<file path="config.mk">
export PLATFORM = sky130hd
export DESIGN_NAME = pcm_slot_tx
export DESIGN_NICKNAME = d
export VERILOG_FILES = /design/src/rtl/pcm_slot_tx.sv
export SDC_FILE = /design/constraint.sdc
export NUM_CORES = 1
export LEC_CHECK = 0
export ABC_AREA = 1
export BUFFER_PORTS_ARGS = -buffer_cell sky130_fd_sc_hd__buf_2
export CAP_MARGIN = 30
export CORE_UTILIZATION = 45
export DETAILED_ROUTE_END_ITERATION = 8
export GPL_TIMING_DRIVEN = 0
export HOLD_SLACK_MARGIN = 0.12
export PLACE_DENSITY = 0.69
export SLEW_MARGIN = 10
export SYNTH_ARGS = -nofsm -noshare
export SYNTH_HDL_FRONTEND = slang
export SYNTH_SLANG_ARGS = --single-unit
</file>
<file path="constraint.sdc">
create_clock -name clk -period 3.75 [get_ports clk]
set_input_delay 0.75 -clock clk [delete_from_list [all_inputs] [get_ports clk]]
set_output_delay 0.75 -clock clk [all_outputs]
set_load 0.1 [all_outputs]
</file>
<file path="src/rtl/pcm_slot_tx.sv">
module pcm_slot_tx #(
  parameter int NCH   = 4,
  parameter int SLOTS = 32
) (
  input  logic                        clk,
  input  logic                        rst_n,
  input  logic                        fsync,
  input  logic                        active,
  input  logic                        sig_en,
  input  logic                        cutoff,
  input  logic [NCH*$clog2(SLOTS)-1:0] ch_slot,
  input  logic [2*NCH-1:0]            ch_port,
  input  logic [NCH-1:0]              ch_wide,
  input  logic [16*NCH-1:0]           ch_data,
  output logic                        txa,
  output logic                        txa_oe,
  output logic                        txb,
  output logic                        txb_oe
);
  localparam int SW    = $clog2(SLOTS);
  localparam int FRAME = SLOTS * 8;
  localparam int PW    = SW + 3;
  localparam logic [PW-1:0] POS_END = PW'(FRAME - 1);
  localparam logic [SW:0]   LAST    = (SW+1)'(SLOTS - 1);

  logic [PW-1:0]       pos;
  logic                synced;
  logic [16*NCH-1:0]   held;

  always_ff @(posedge clk) begin
    if (!rst_n) begin
      pos    <= '0;
      synced <= 1'b0;
      held   <= '0;
    end else if (fsync) begin
      pos    <= '0;
      synced <= 1'b1;
      held   <= ch_data;
    end else begin
      pos <= (pos == POS_END) ? '0 : pos + 1'b1;
    end
  end

  wire [SW:0] cur_slot = {1'b0, pos[PW-1:3]};
  wire [2:0]  bpos     = pos[2:0];
  wire        en       = synced && !cutoff && (active || sig_en);

  logic [NCH-1:0] own, bitv;

  for (genvar i = 0; i < NCH; i++) begin : g_ch
    wire [SW:0]  s      = {1'b0, ch_slot[i*SW +: SW]};
    wire         wide   = ch_wide[i] | sig_en;
    wire         first  = (cur_slot == s);
    wire         second = wide && (s != LAST) && (cur_slot == s + 1'b1);
    wire [15:0]  w      = held[i*16 +: 16];
    wire [7:0]   byt    = (wide && !second) ? w[15:8] : w[7:0];
    assign own[i]  = first | second;
    assign bitv[i] = byt[3'd7 - bpos];
  end

  logic hit_a, hit_b, da, db;

  always_comb begin
    hit_a = 1'b0; da = 1'b0;
    hit_b = 1'b0; db = 1'b0;
    for (int i = NCH - 1; i >= 0; i--) begin
      if (own[i] && ch_port[2*i])   begin hit_a = 1'b1; da = bitv[i]; end
      if (own[i] && ch_port[2*i+1]) begin hit_b = 1'b1; db = bitv[i]; end
    end
  end

  assign txa_oe = en & hit_a;
  assign txb_oe = en & hit_b;
  assign txa    = txa_oe & da;
  assign txb    = txb_oe & db;
endmodule

</file>
==> results.sh <==
export IMPL_worst_r2r_cell_count=8
export IMPL_cts_sinks=73
export IMPL_path_buf_inv=3
export IMPL_antenna_found_initial=0
export IMPL_vias_per_cell=5.17
export IMPL_finalClockSkew_ns=0.00321
export IMPL_grtUsageTotal_pct=26.3
export IMPL_drtIter0Drc=263
export IMPL_post_place_cells=925
export IMPL_start_util_pct=46.6
export IMPL_synthToLayoutAreaGrowth_pct=33.0
export IMPL_gp_congestion=0.823
export IMPL_synth_cell_area_sq_um=4330
export IMPL_outcome="finished clean"
export IMPL_avgSynthCellArea_sq_um=6.26
export IMPL_die_h_um=100
export IMPL_timing_final_hold_violations=0
export IMPL_final_layout_size_suffix_gt1_share_pct=26.1
export IMPL_die_area_sq_um=10000
export IMPL_slew_limit_headroom_pct=55.7
export IMPL_synth_most_common_cell="nor2_1"
export IMPL_synthFlopType="dfxtp_1"
export IMPL_routed_wl_mm=13.0
export IMPL_grt_pass1_wl_mm=20.7
export IMPL_arrival_ns=3.00
export IMPL_async_flop_share_pct=0
export IMPL_wl_per_cell_um=13.6
export IMPL_core_sq_um=9280
export IMPL_synthTopCellsByArea="dfxtp_1, nor2_1, nand2_1"
export IMPL_worstSetupPathType="in2out"
export IMPL_layout_nets=933
export IMPL_cp_max_fo=5
export IMPL_cp_end_kind="primary output"
export IMPL_ir_worst_vdd_mv=0.348
export IMPL_antennaDiodeCount=0
export IMPL_critPathSlowestCell="ha_1"
export IMPL_overflow=0
export IMPL_drc=0
export IMPL_clkTransAtPathRegs_ns=0.07
export IMPL_cts_root_buf="clkbuf_8"
export IMPL_yosysUniqueCellTypes=33
export IMPL_synth_top_area_cell="dfxtp_1"
export IMPL_p_leak_nw=2.80
export IMPL_ant_nets=0
export IMPL_nFillCells=887
export IMPL_synthTopCellsByCount="nor2_1, nand2_1, dfxtp_1"
export IMPL_ys_seq_area_share_pct=33.8
export IMPL_grt_start_max_net_pins=13
export IMPL_rsz0062_at_grt="yes"
export IMPL_worstMarginPinSlew_ns=0.658
export IMPL_syn_nets=802
export IMPL_cp_start_kind="input port"
export IMPL_crit_cells=19
export IMPL_yosysWarningCount=0
export IMPL_synth_edff_count=0
export IMPL_finalCriticalPeriod_ns=3.75
export IMPL_grt_pass1_vias=4528
export IMPL_drv_cap=0
export IMPL_ys_seq_elements=73
export IMPL_min_path_type="reg2reg"
export IMPL_power_mw=1.98
export IMPL_cpMostUsedCell="nand2_1"
export IMPL_vias=4944
export IMPL_rows=35
export IMPL_clk_latency_ns=0.35
export IMPL_p_per_area_nw_per_um2=343
export IMPL_clock_path_buffers=2
export IMPL_finalSetupTns_ns=0
export IMPL_numCtsBuffers=9
export IMPL_max_freq_mhz=267
export IMPL_slew_viol_final=0
export IMPL_hold_path_depth=2
export IMPL_final_cells=956
export IMPL_critPathMaxStageDelay_ns=0.29
export IMPL_first_pass_iters=4
export IMPL_numPortBuffers=105
export IMPL_synth_top_area_share_pct=33.8
export IMPL_post_route_period_util_pct=99.9
export IMPL_die_x_um=100
export IMPL_num_io_pins=106
export IMPL_setup_viol=0
export IMPL_postSynthCellCount=691
export IMPL_required_ns=3.00
export IMPL_cts_tree="built"
export IMPL_ctsHtreeMaxLevel=3
export IMPL_hpwlAfterDp_mm=9.28
export IMPL_critical_path_top_delay_family="simple AND/OR/NAND/NOR gates"
export IMPL_worstPathCellList="buf_6, ha_4, nand2_4, nor2_1, ha_1, inv_1, nand2_1, nand2_1, nor2_1, nand2_1, nor2_4, nand2_4, o41ai_2, and2_1, nor2_2, a21oi_4, nand2_2, a21oi_4, buf_12"
## power by group
part           total, mW  leakage [nW]  internal (mW)  switching, mW
clock              0.762         0.121          0.463          0.298
combinational      0.366          2.08          0.152          0.214
sequential         0.848         0.606          0.824         0.0234
## layout by cell type (no fill, tap or decap), types with 8 or more instances in the layout
cell / count
inv_1: 57
nor2_1: 140
dfxtp_1: 73
nand2_1: 116
a21oi_1: 27
inv_2: 10
nand3b_1: 8
nand3_2: 8
nand2_2: 27
clkbuf_1: 24
clkbuf_8: 10
buf_2: 98
buf_4: 13
xor2_1: 10
o21ai_0: 68
nand3_1: 61
## logic make-up after synthesis
group	after synthesis	synth area share, %
buffers and inverters	97	8.96
flip-flops	73	33.8
AO/OA/AOI/OAI	109	13.4
XOR/XNOR	17	3.44
AND/OR/NAND/NOR	386	37.9
adder cells (fa/ha/maj)	9	2.60
## final cells by class
class	count	area [sq um]	area share, %
Buffer	28	129	2.24
Clock buffer	12	145	2.52
Clock inverter	4	98.8	1.72
Inverter	69	262	4.54
Multi-Input combinational cell	523	2790	48.4
Sequential cell	73	1460	25.4
Tap cell	129	161	2.80
Timing Repair Buffer	118	709	12.3
## metrics by stage
step           util, %  cell area [sq um]  hold slack (ns)  worst slack, ns
2_1_floorplan        -               4400            0.433           -0.411
3_3_place_gp      54.8               5080            0.450           -0.407
3_5_place_dp      54.8               5080            0.449           -0.466
4_1_cts           59.6               5540            0.459          -0.0190
5_1_grt           62.0               5750            0.472           -0.200
6_report          62.0               5750            0.458          0.00232
## flip-flops by register name, indices dropped and copies added (netlist names)
register,count
synced,1
pos,8
held,64
## routing by layer
metal,vias up,wire (um),global-route usage [%]
li1,2474,-,-
met1,2280,5870,34.0
met2,167,6140,43.5
met3,23,751,5.08
met4,0,272,9.81
met5,-,0,0
## tightest hold or removal path: cells and delay by family (launching register included)
| kind | cells | cell delay, ns |
|---|---|---|
| buffers and inverters | 1 | 0.06 |
| DFF | 1 | 0.30 |
| AOI/OAI and AO/OA | 1 | 0.06 |
## timing repair
item / CTS / global route
gates cloned: 4 / 0
hold buffers: 0 / 0
pin swaps: 32 / 52
endpoints found under the setup margin: 4 / 4
gates resized for setup: 44 / 48
setup buffers: 6 / 4
## path summary, 6_finish.rpt
path,startpoint,end,slack [ns]
setup / recovery,ch_slot[6],txa,0.002
hold / removal,held[53],held[53],0.46
setup reg to reg,pos[2],pos[7],2.03
hold reg to reg,held[53],held[53],0.46
Power figures use the tool's default switching activity.
